**src/rtl/spi_phase_pkg.sv**
```systemverilog
package spi_phase_pkg;

  // Sizing of the segments and buffers
  localparam int OP_MAX    = 16;
  localparam int ADR_MAX   = 32;
  localparam int BUF_BITS  = 512;
  localparam int GAP_MAX   = 256;
  localparam int DIV_W     = 8;

  localparam int OP_LW     = $clog2(OP_MAX + 1);
  localparam int ADR_LW    = $clog2(ADR_MAX + 1);
  localparam int BUF_LW    = $clog2(BUF_BITS + 1);
  localparam int GAP_LW    = $clog2(GAP_MAX + 1);
  localparam int OP_AW     = $clog2(OP_MAX);
  localparam int ADR_AW    = $clog2(ADR_MAX);
  localparam int BUF_AW    = $clog2(BUF_BITS);
  localparam int TOT_MAX   = OP_MAX + ADR_MAX + BUF_BITS + GAP_MAX + BUF_BITS;
  localparam int IDX_W     = $clog2(TOT_MAX + 1);
  localparam int HALF_W    = IDX_W + 1;

  typedef enum logic [2:0] {
    SEG_NONE, SEG_OP, SEG_ADR, SEG_WR, SEG_GAP, SEG_RD
  } seg_e;

  typedef enum logic [1:0] {ST_IDLE, ST_RUN, ST_CLOSE} seq_e;

  typedef struct packed {
    logic [OP_LW-1:0]   op_len;
    logic [OP_MAX-1:0]  op_val;
    logic [ADR_LW-1:0]  adr_len;
    logic [ADR_MAX-1:0] adr_val;
    logic [BUF_LW-1:0]  wr_len;
    logic [GAP_LW-1:0]  gap_len;
    logic [BUF_LW-1:0]  rd_len;
    logic               duplex;
    logic               cpha;
  } frame_cfg_t;

  typedef struct packed {
    seg_e             seg;
    logic [IDX_W-1:0] off;
  } slot_t;

  // Saturate lengths to their maxima; duplex removes the inbound segment
  function automatic frame_cfg_t clean_frame(frame_cfg_t r);
    frame_cfg_t c;
    c = r;
    if (r.op_len  > OP_LW'(OP_MAX))     c.op_len  = OP_LW'(OP_MAX);
    if (r.adr_len > ADR_LW'(ADR_MAX))   c.adr_len = ADR_LW'(ADR_MAX);
    if (r.wr_len  > BUF_LW'(BUF_BITS))  c.wr_len  = BUF_LW'(BUF_BITS);
    if (r.gap_len > GAP_LW'(GAP_MAX))   c.gap_len = GAP_LW'(GAP_MAX);
    if (r.rd_len  > BUF_LW'(BUF_BITS))  c.rd_len  = BUF_LW'(BUF_BITS);
    if (r.duplex)                       c.rd_len  = '0;
    return c;
  endfunction

  function automatic logic [DIV_W-1:0] eff_div(logic [DIV_W-1:0] d);
    return (d < DIV_W'(2)) ? DIV_W'(2) : d;
  endfunction

  // High halves are the shorter one when the divider is odd
  function automatic logic [DIV_W-1:0] half_len(logic [DIV_W-1:0] d, logic hi);
    return hi ? (d >> 1) : (d - (d >> 1));
  endfunction

  function automatic logic [IDX_W-1:0] total_bits(frame_cfg_t c);
    return IDX_W'(c.op_len) + IDX_W'(c.adr_len) + IDX_W'(c.wr_len)
         + IDX_W'(c.gap_len) + IDX_W'(c.rd_len);
  endfunction

  // Map a global bit index to its segment and the offset inside it
  function automatic slot_t locate(frame_cfg_t c, logic [IDX_W-1:0] k);
    logic [IDX_W-1:0] e_op, e_adr, e_wr, e_gap, e_rd;
    slot_t s;
    e_op  = IDX_W'(c.op_len);
    e_adr = e_op  + IDX_W'(c.adr_len);
    e_wr  = e_adr + IDX_W'(c.wr_len);
    e_gap = e_wr  + IDX_W'(c.gap_len);
    e_rd  = e_gap + IDX_W'(c.rd_len);
    s.seg = SEG_NONE;
    s.off = '0;
    if (k < e_op) begin
      s.seg = SEG_OP;  s.off = k;
    end else if (k < e_adr) begin
      s.seg = SEG_ADR; s.off = k - e_op;
    end else if (k < e_wr) begin
      s.seg = SEG_WR;  s.off = k - e_adr;
    end else if (k < e_gap) begin
      s.seg = SEG_GAP; s.off = k - e_wr;
    end else if (k < e_rd) begin
      s.seg = SEG_RD;  s.off = k - e_gap;
    end
    return s;
  endfunction

  // Outgoing bit for a slot, MSB of each field first
  function automatic logic pick_bit(frame_cfg_t c, slot_t s, logic [BUF_BITS-1:0] tx);
    logic [OP_AW-1:0]  oi;
    logic [ADR_AW-1:0] ai;
    logic [BUF_AW-1:0] ti;
    oi = OP_AW'(c.op_len - OP_LW'(1) - OP_LW'(s.off));
    ai = ADR_AW'(c.adr_len - ADR_LW'(1) - ADR_LW'(s.off));
    ti = BUF_AW'(BUF_BITS - 1) - BUF_AW'(s.off);
    case (s.seg)
      SEG_OP:  return c.op_val[oi];
      SEG_ADR: return c.adr_val[ai];
      SEG_WR:  return tx[ti];
      default: return 1'b1;
    endcase
  endfunction

endpackage

```
**src/rtl/spi_sclk_gen.sv**
```systemverilog
module spi_sclk_gen
  import spi_phase_pkg::*;
(
  input  logic             clk,
  input  logic             rst_n,
  input  logic             run,
  input  logic             hi_half,
  input  logic [DIV_W-1:0] div_q,
  output logic             tick
);

  logic [DIV_W-1:0] cnt;
  logic [DIV_W-1:0] cur_len;

  assign cur_len = half_len(div_q, hi_half);
  assign tick    = run && (cnt == cur_len - DIV_W'(1));

  always_ff @(posedge clk or negedge rst_n) begin
    if (!rst_n)      cnt <= '0;
    else if (!run)   cnt <= '0;
    else if (tick)   cnt <= '0;
    else             cnt <= cnt + DIV_W'(1);
  end

endmodule

```
**src/rtl/spi_frame_seq.sv**
```systemverilog
module spi_frame_seq
  import spi_phase_pkg::*;
(
  input  logic              clk,
  input  logic              rst_n,
  input  logic              start,
  input  frame_cfg_t        cfg_in,
  input  logic [DIV_W-1:0]  div_in,
  input  logic              tick,
  output frame_cfg_t        cfg_q,
  output logic [DIV_W-1:0]  div_q,
  output logic [HALF_W-1:0] half_idx,
  output logic [HALF_W-1:0] last_half,
  output logic              accept,
  output logic              run,
  output logic              busy,
  output logic              done
);

  seq_e             state;
  logic [IDX_W-1:0] bits_in;

  assign bits_in = total_bits(cfg_in);
  assign accept  = start && (state == ST_IDLE);
  assign run     = (state == ST_RUN);
  assign busy    = (state != ST_IDLE);

  always_ff @(posedge clk or negedge rst_n) begin
    if (!rst_n) begin
      state     <= ST_IDLE;
      cfg_q     <= '0;
      div_q     <= DIV_W'(2);
      half_idx  <= '0;
      last_half <= '0;
      done      <= 1'b0;
    end else begin
      done <= (state == ST_CLOSE);
      case (state)
        ST_IDLE: begin
          if (start) begin
            cfg_q     <= cfg_in;
            div_q     <= div_in;
            half_idx  <= '0;
            last_half <= {bits_in, 1'b0};
            state     <= (bits_in == '0) ? ST_CLOSE : ST_RUN;
          end
        end
        ST_RUN: begin
          if (tick) begin
            if (half_idx == last_half) state <= ST_CLOSE;
            else half_idx <= half_idx + HALF_W'(1);
          end
        end
        default: state <= ST_IDLE;
      endcase
    end
  end

endmodule

```
**src/rtl/spi_bit_path.sv**
```systemverilog
module spi_bit_path
  import spi_phase_pkg::*;
(
  input  logic                clk,
  input  logic                rst_n,
  input  frame_cfg_t          cfg_q,
  input  logic                run,
  input  logic                tick,
  input  logic                clear,
  input  logic [HALF_W-1:0]   half_idx,
  input  logic [HALF_W-1:0]   last_half,
  input  logic [BUF_BITS-1:0] tx_buf,
  input  logic                miso,
  output logic                mosi,
  output logic [BUF_BITS-1:0] rx_buf,
  output logic                sample_evt,
  output seg_e                drv_seg
);

  logic [IDX_W-1:0]  drv_idx;
  logic [IDX_W-1:0]  smp_idx;
  slot_t             drv_slot;
  slot_t             smp_slot;
  logic              cap_en;
  logic [BUF_AW-1:0] cap_pos;

  // Shown bit: cpha=1 advances on the rising edge (odd half index)
  always_comb begin
    if (cfg_q.cpha)
      drv_idx = (half_idx == '0) ? '0 : IDX_W'((half_idx - HALF_W'(1)) >> 1);
    else
      drv_idx = IDX_W'(half_idx >> 1);
  end

  assign smp_idx  = IDX_W'(half_idx >> 1);
  assign drv_slot = locate(cfg_q, drv_idx);
  assign smp_slot = locate(cfg_q, smp_idx);
  assign drv_seg  = run ? drv_slot.seg : SEG_NONE;
  assign mosi     = run ? pick_bit(cfg_q, drv_slot, tx_buf) : 1'b1;

  // Sampling edge: end of a low half (cpha=0) or of a high half (cpha=1)
  assign sample_evt = run && tick &&
                      (cfg_q.cpha ? half_idx[0]
                                  : (!half_idx[0] && (half_idx != last_half)));

  assign cap_en  = sample_evt &&
                   ((smp_slot.seg == SEG_RD) ||
                    ((smp_slot.seg == SEG_WR) && cfg_q.duplex));
  assign cap_pos = BUF_AW'(BUF_BITS - 1) - BUF_AW'(smp_slot.off);

  for (genvar g = 0; g < BUF_BITS; g++) begin : g_rx
    always_ff @(posedge clk or negedge rst_n) begin
      if (!rst_n)                                   rx_buf[g] <= 1'b0;
      else if (clear)                               rx_buf[g] <= 1'b0;
      else if (cap_en && (cap_pos == BUF_AW'(g)))   rx_buf[g] <= miso;
    end
  end

endmodule

```
**src/rtl/spi_phase_master.sv**
```systemverilog
module spi_phase_master
  import spi_phase_pkg::*;
(
  input  logic                clk,
  input  logic                rst_n,
  input  logic                start,
  input  logic [OP_LW-1:0]    op_len,
  input  logic [OP_MAX-1:0]   op_val,
  input  logic [ADR_LW-1:0]   adr_len,
  input  logic [ADR_MAX-1:0]  adr_val,
  input  logic [BUF_LW-1:0]   wr_len,
  input  logic [GAP_LW-1:0]   gap_len,
  input  logic [BUF_LW-1:0]   rd_len,
  input  logic                duplex,
  input  logic                cpha,
  input  logic [DIV_W-1:0]    clk_div,
  input  logic [BUF_BITS-1:0] tx_buf,
  input  logic                miso,
  output logic [BUF_BITS-1:0] rx_buf,
  output logic                busy,
  output logic                done,
  output logic                sclk,
  output logic                cs_n,
  output logic                mosi
);

  frame_cfg_t        raw_cfg;
  frame_cfg_t        cfg_in;
  frame_cfg_t        cfg_q;
  logic [DIV_W-1:0]  div_in;
  logic [DIV_W-1:0]  div_q;
  logic [HALF_W-1:0] half_idx;
  logic [HALF_W-1:0] last_half;
  logic              accept;
  logic              run;
  logic              tick;
  logic              sample_evt;
  seg_e              drv_seg;

  always_comb begin
    raw_cfg.op_len  = op_len;
    raw_cfg.op_val  = op_val;
    raw_cfg.adr_len = adr_len;
    raw_cfg.adr_val = adr_val;
    raw_cfg.wr_len  = wr_len;
    raw_cfg.gap_len = gap_len;
    raw_cfg.rd_len  = rd_len;
    raw_cfg.duplex  = duplex;
    raw_cfg.cpha    = cpha;
  end

  assign cfg_in = clean_frame(raw_cfg);
  assign div_in = eff_div(clk_div);

  spi_frame_seq u_seq (
    .clk       (clk),
    .rst_n     (rst_n),
    .start     (start),
    .cfg_in    (cfg_in),
    .div_in    (div_in),
    .tick      (tick),
    .cfg_q     (cfg_q),
    .div_q     (div_q),
    .half_idx  (half_idx),
    .last_half (last_half),
    .accept    (accept),
    .run       (run),
    .busy      (busy),
    .done      (done)
  );

  spi_sclk_gen u_clk (
    .clk     (clk),
    .rst_n   (rst_n),
    .run     (run),
    .hi_half (half_idx[0]),
    .div_q   (div_q),
    .tick    (tick)
  );

  spi_bit_path u_bits (
    .clk        (clk),
    .rst_n      (rst_n),
    .cfg_q      (cfg_q),
    .run        (run),
    .tick       (tick),
    .clear      (accept),
    .half_idx   (half_idx),
    .last_half  (last_half),
    .tx_buf     (tx_buf),
    .miso       (miso),
    .mosi       (mosi),
    .rx_buf     (rx_buf),
    .sample_evt (sample_evt),
    .drv_seg    (drv_seg)
  );

  assign sclk = run && half_idx[0];
  assign cs_n = !run;

endmodule

```
**config.mk**
```make
export PLATFORM = sky130hd
export DESIGN_NAME = spi_phase_master
export DESIGN_NICKNAME = d
export VERILOG_FILES = /design/src/rtl/spi_phase_pkg.sv /design/src/rtl/spi_sclk_gen.sv /design/src/rtl/spi_frame_seq.sv /design/src/rtl/spi_bit_path.sv /design/src/rtl/spi_phase_master.sv
export SDC_FILE = /design/constraint.sdc
export NUM_CORES = 2
export LEC_CHECK = 0
export BUFFER_PORTS_ARGS = -buffer_cell sky130_fd_sc_hd__buf_2
export CAP_MARGIN = 40
export CORE_AREA = 2 2 443 445
export DETAILED_ROUTE_END_ITERATION = 10
export DIE_AREA = 0 0 445 447
export PLACE_DENSITY = 0.49
export SLEW_MARGIN = 20
export SYNTH_ARGS = -nofsm -noshare
export SYNTH_HDL_FRONTEND = slang
export SYNTH_SLANG_ARGS = --single-unit
```
**constraint.sdc**
```tcl
create_clock -name clk -period 9.55 [get_ports clk]
set_input_delay 0.955 -clock clk [delete_from_list [all_inputs] [get_ports clk]]
set_output_delay 0.955 -clock clk [all_outputs]
set_load 0.02 [all_outputs]
```
# Word-level counts from Yosys, hierarchy flattened
# Index checks and enable logic that the tools add are counted.
# totals
register_bits	644
latch_bits	0
ramBits	0
mem_bits_ro	0
elab_cells	3206
memories	0
# op_classes
n_addsub	27
multipliers	0
div	0
magnitude_cmp	19
eq_ne	525
shifts	0
n_mux	1064
bitwise	0
reduce_logical	1044
# op_table
cell	n
equality test 9 bit, second input constant	256
equality test 9 x 8 -> 1 bit, second input constant	128
2-to-1 mux 1 bit	1029
nonzero test 2 bit	514
equality test 9 x 7 -> 1 bit, second input constant	64
logical AND 1 bit	520
equality test 9 x 6 -> 1 bit, second input constant	32
equality test 9 x 5 -> 1 bit, second input constant	16
2-to-1 mux 14 bit	10
less-than comparator 11 bit	8
equality test 9 x 4 -> 1 bit, second input constant	8
subtractor 11 bit	6
adder 11 x 10 -> 11 bit	4
equality test 9 x 3 -> 1 bit, second input constant	4
2-to-1 mux 12 bit	3
2-to-1 mux 8 bit	4
2-to-1 mux 10 bit	3
case mux 12 bit (2 select lines)	1
adder 11 x 9 -> 11 bit	2
less-than comparator 11 x 5 -> 1 bit	2
2-to-1 mux 11 bit	2
subtractor 11 x 5 -> 11 bit	2
greater-than comparator 10 bit, second input constant	2
equality test 9 x 2 -> 1 bit, second input constant	2
47 further kinds	57

# Longest topological paths before layout
# logic_depth
ltp_word	17
ltp_mapped	47
ltp_nobuf	42

# Cells and area by module
# From an unflattened synthesis, not the netlist that was laid out.
# hier_totals
cells_unflattened	4764
area_unflattened_um2	43683.1
# by_module_without_submodules
mod	instances	cells_per_inst	area_each_um2
spi_bit_path	1	3890	36022.0
spi_frame_seq	1	674	6092.1
spi_sclk_gen	1	146	1253.7
spi_phase_master	1	54	315.3

# Worst setup path before layout
# No wires, ideal clock.
# synth_timing
path_kind	reg2out
start	reg u_seq.cfg_q[85] (netlist name)
end	out mosi
arrival_ns	8.770
path_slack_ns	-0.175
path_stages_with_launch	44
n_path_buf	6
path_cell_list	dfrtp_1 -> ha_1 -> fa_1 -> inv_1 -> fa_1 -> inv_1 -> ha_1 -> a21o_1 -> a21oi_1 -> o21bai_1 -> a21oi_1 -> o21bai_1 -> a21oi_1 -> xnor2_1 -> ha_1 -> nand2_1 -> o21a_1 -> a31o_2 -> [8 not listed] -> buf_2 -> inv_2 -> buf_4 -> buf_4 -> buf_2 -> buf_2 -> ha_1 -> inv_1 -> fa_1 -> clkbuf_1 -> mux4_2 -> mux2_2 -> nand2_1 -> o21ai_0 -> mux2i_1 -> nor2_1 -> a211oi_1 -> o221ai_1
# synth_between
elab_chain_cells	15
word_cells_on_any_way	33
cone_classes	add/sub (12); order compare (5); eq/ne (3); mux (13)
# synth_rtl
element	line_no	source
adder 5 x 6 -> 7 bit	spi_phase_pkg.sv:76	e_adr = e_op + IDX_W'(c.adr_len);
adder 11 x 10 -> 11 bit	spi_phase_pkg.sv:77	e_wr = e_adr + IDX_W'(c.wr_len);
adder 11 x 9 -> 11 bit	spi_phase_pkg.sv:78	e_gap = e_wr + IDX_W'(c.gap_len);
adder 11 x 10 -> 11 bit	spi_phase_pkg.sv:79	e_rd = e_gap + IDX_W'(c.rd_len);
less-than comparator 11 bit	spi_phase_pkg.sv:90	end else if (k < e_rd) begin
2-to-1 mux 14 bit	spi_phase_pkg.sv:90	
2-to-1 mux 14 bit	spi_phase_pkg.sv:88	end else if (k < e_gap) begin
2-to-1 mux 14 bit	spi_phase_pkg.sv:86	end else if (k < e_wr) begin
2-to-1 mux 14 bit	spi_phase_pkg.sv:84	end else if (k < e_adr) begin
2-to-1 mux 14 bit	spi_phase_pkg.sv:82	if (k < e_op) begin
subtractor 9 bit (tied with other cells)	spi_phase_pkg.sv:103	ti = BUF_AW'(BUF_BITS - 1) - BUF_AW'(s.off);
binary-select mux 1 bit (select 9 bit) (tied with other cells)	spi_phase_pkg.sv:107	SEG_WR: return tx[ti];
2-to-1 mux 1 bit (on tied branches)	spi_phase_pkg.sv:107, spi_phase_pkg.sv:105, spi_phase_pkg.sv:106	
case mux 1 bit (3 select lines) *	spi_phase_pkg.sv:104	case (s.seg)
2-to-1 mux 1 bit *	spi_bit_path.sv:39	assign mosi = run ? pick_bit(cfg_q, drv_slot, tx_buf) : 1'b1;
end: declaration	spi_phase_master.sv:24	output logic mosi
# Every way passes the cells marked *; elsewhere a longest branch is shown, timed or not. The select of a mux whose other input is x is not followed.

# Worst setup path after layout
# layout_timing
start	reg u_seq.cfg_q[63] (netlist name)
end	out mosi
# layout_between
elab_chain_cells	15
word_cells_on_any_way	31
cone_classes	add/sub (11); order compare (4); eq/ne (3); mux (13)
# layout_rtl
element	line_no
adder 5 x 6 -> 7 bit	spi_phase_pkg.sv:76
adder 11 x 10 -> 11 bit	spi_phase_pkg.sv:77
adder 11 x 9 -> 11 bit	spi_phase_pkg.sv:78
adder 11 x 10 -> 11 bit	spi_phase_pkg.sv:79
less-than comparator 11 bit	spi_phase_pkg.sv:90
2-to-1 mux 14 bit	spi_phase_pkg.sv:90
2-to-1 mux 14 bit	spi_phase_pkg.sv:88
2-to-1 mux 14 bit	spi_phase_pkg.sv:86
2-to-1 mux 14 bit	spi_phase_pkg.sv:84
2-to-1 mux 14 bit	spi_phase_pkg.sv:82
subtractor 9 bit (tied with other cells)	spi_phase_pkg.sv:103
binary-select mux 1 bit (select 9 bit) (tied with other cells)	spi_phase_pkg.sv:107
2-to-1 mux 1 bit (on tied branches)	spi_phase_pkg.sv:107, spi_phase_pkg.sv:105, spi_phase_pkg.sv:106
case mux 1 bit (3 select lines) *	spi_phase_pkg.sv:104
2-to-1 mux 1 bit *	spi_bit_path.sv:39
# Marks and branches as above.

==> metrics.cfg <==
[run_status]
status = finished, violations left
violations = setup timing

[synth]
synth_top_cell_by_area = dfrtp_1
syn-num-nets = 5775
synth_edf_count = 0
synthesis.area_mm2 = 0.04072
netlist.area_leader.share = 0.3951
synth_cell_types = 97
async_reset_ff_frac = 1.000
yosys_warnings = 0
syn-instance-count = 4976
synth.top_cells.by_area = dfrtp_1 (40%), a21oi_1 (7.6%), o21ai_0 (7.4%), nand2_1 (6.8%), nand3_1 (6.7%)
yosysSeqAreaShare = 0.3958
ys_ff_latch = 644
synth.avg_cell_area_um2 = 8.184
ys.flop_type = dfrtp_1

[power]
p_per_area_mw_per_mm2 = 390.6
leakagePower_nw = 24.53
peakVddDrop_uv = 340.4
total_power_mw = 21.63

[timing]
timing.final.ws_setup_ns = -0.1914
whs_ns = 0.2882
setup_viol = 1
slew_headroom = 0.1472
fin_crit_ns = 9.741
skew_ns = 0.09306
period_share = 1.020
max_clock_freq_ghz = 0.1027
rsz0062_at_grt = true
drv_slew = 0
hold_viol = 0
tightest_slew_ns = 1.279

[clocking]
clk_path_buf_depth = 3
htree_levels = 3
clock_latency_ns = 0.74
cts_root_buf = clkbuf_16
cts_tree = done
cts_buffers = 82
clock_sinks = 644
holdBufCountCts = 0
path_clk_slew_ns = 0.06

[worst_setup_path]
cp-start-kind = flip-flop
slowest_delay_ns = 0.60
criticalPathCategory = reg2out
crit_start = u_seq.cfg_q[63]$_DFFE_PN0P_
crit_fanout = 9
path_buf_inv = 6
crit_family = compound AO/OA/AOI/OAI gates
cp-end-kind = output pin
worstPathRequired_ns = 8.60
crit_cells = 37
reg2regPathDepth = 34
reg2reg_to = u_bits.rx_buf[322]$_DFFE_PN0P_
rr_startpoint = u_seq.cfg_q[63]$_DFFE_PN0P_
reg2reg_setup_slack_ns = 0.99
critical-path-top-cell-by-count = nor2_1
critPathCapture = mosi
critPathSlowestCell = mux4_2
arrival_ns = 8.79

[drt]
drc = 0
vias = 45350
wl_per_cell_um = 29.01
drt-total-wl_um = 253800
drtAntennaViolNets = 0
drtIter0Drc = 4612
first_pass_iters = 6
avgViaCountPerCell = 5.183

[floorplanning]
initial_core_util = 0.2097
die_width_um = 445
ios = 1131
die_area_mm2 = 0.1989
rows = 162
die_h_um = 447
coreArea_mm2 = 0.1942

[global_routing]
grt_pass1_vias = 43900
grt_max_degree = 216
grtUsageTotal = 0.2445
antenna_found_initial = 33
grt_pass1_wl_um = 347200
overflow = 0

[final_layout]
fin_util = 0.2852
drive_gt1_frac = 0.3051
final_nets = 6931
final-instance-count-excl-fill = 8750
syn2layout_area_growth_pct = 36.00

[placement]
io_buffers = 1130
place_ws_ns = -0.2849
gp_congestion = 1.000
placedCellCount = 8538
dpl.hpwl_um = 186000

[min_path]
hp-class = in2async

[run]
cap_violations = 0

worst register-to-register path, delay by kind of cell, from the launching register on:
| family | cells | cell delay (ns) |
|---|---|---|
| adders and majority gates | 6 | 1.93 |
| DFF | 1 | 0.38 |
| and+or+nand+nor | 9 | 2.23 |
| xor gates and xnor gates | 2 | 0.28 |
| AOI/OAI and AO/OA | 11 | 2.58 |
| buffers and inverters | 6 | 1.07 |
where the power goes:
| group | internal [mW] | total [mW] | switching, mW | leakage, nW |
|---|---|---|---|---|
| sequential | 3.16 | 3.45 | 0.293 | 7.85 |
| clock | 1.96 | 3.37 | 1.41 | 1.40 |
| combinational | 5.59 | 14.8 | 9.22 | 15.3 |
| total | 10.7 | 21.6 | 10.9 | 24.5 |
routing by layer:
layer | vias up | part of all wire | GRT usage
met2 | 2184 | 0.46 | 0.3923
met3 | 472 | 0.075 | 0.05060
met4 | 12 | 0.060 | 0.1286
met5 | - | 0.00052 | 0
li1 | 19930 | - | -
met1 | 22750 | 0.40 | 0.3085
cells in the mapped netlist (all sizes together) (29+ instances only):
cell / count
a21o: 37
a21oi: 619
a31oi: 30
and3: 52
buf: 87
clkbuf: 349
dfrtp: 643
fa: 33
ha: 152
inv: 116
mux2i: 100
mux4: 32
nand2: 743
nand2b: 30
nand3: 548
nand4: 50
nor2: 184
nor2b: 52
nor3: 65
o21ai: 611
or3: 29
xnor2: 78
xor2: 36
through the flow:
stage / setup TNS [ns] / cell area, µm²
finish: -0.1914 / 55380
global route: -0.5597 / 55370
CTS: -0.3443 / 54790
detailed placement: -0.2849 / 51130
global placement: -0.3496 / 50840
floorplan: 0 / 40720
how the worst min path moves through the flow:
stage,from,slack [ns],cells past startpoint,to
global route,rst_n,0.34,1,u_bits.rx_buf[411]$_DFFE_PN0P_
CTS,rst_n,0.29,1,u_bits.rx_buf[411]$_DFFE_PN0P_
floorplan,u_seq.cfg_q[31]$_DFFE_PN0P_,0.44,2,u_seq.cfg_q[31]$_DFFE_PN0P_
finish,rst_n,0.29,1,u_bits.rx_buf[411]$_DFFE_PN0P_
global placement,u_seq.cfg_q[72]$_DFFE_PN0P_,0.46,2,u_seq.cfg_q[72]$_DFFE_PN0P_
detailed placement,u_seq.cfg_q[79]$_DFFE_PN0P_,0.46,2,u_seq.cfg_q[79]$_DFFE_PN0P_
what timing repair did:
| action | CTS | global route |
|---|---|---|
| gates resized for setup | 87 | 70 |
| endpoints found under the setup margin | 1 | 1 |
| setup buffers | 26 | 16 |
| cloned | 5 | 0 |
| pin swaps | 48 | 65 |
logic make-up (layout without fill, tap and decap cells):
kind of cell,Yosys count,count (layout),synth area share
simple gates,1812,1812,0.2050
compound gates,1506,1506,0.2058
flops,644,644,0.3958
buf+inv,554,1775,0.05485
fa+ha+maj,187,187,0.06342
mux,159,159,0.05064
xor+xnor,114,114,0.02452
other cells,0,11,0
flip-flops by register name, summed over array words and instances (netlist names):
signal	flops
u_bits.rx_buf	512
u_clk.cnt	8
u_seq.cfg_q	90
u_seq.div_q	8
u_seq.done	1
u_seq.half_idx	12
u_seq.last_half	11
u_seq.state	2
layout make-up:
class                      count  area, µm²
fill                       21000     138800
clock buffer                 119       2351
tap                         2542       3181
inverter                     118      450.4
sequential                   644      16120
timing repair buffer        1508       9363
clock inverter                30      554.3
antenna                       11      27.53
multi-input combinational   3778      23340
layout by cell type, fill, tap and decap left out, types with 17 or more instances in the layout:
master        n
nand4_1      50
nor3_1       32
nand3_1     532
mux2_2       24
clkbuf_16    82
ha_1        139
fa_1         29
a21oi_2      17
and3_1       51
a31oi_1      28
mux4_2       31
a21o_1       37
clkbuf_1     21
xor2_1       32
nand2_1     736
inv_1       111
nor3_2       33
o21ai_0     590
buf_2      1128
mux2i_1      95
dfrtp_1     643
or3_1        29
nand2b_1     29
a21oi_1     599
nor2_1      172
buf_12       35
nor2b_1      49
xnor2_1      68
buf_4       308
Power figures use the tool's default switching activity.
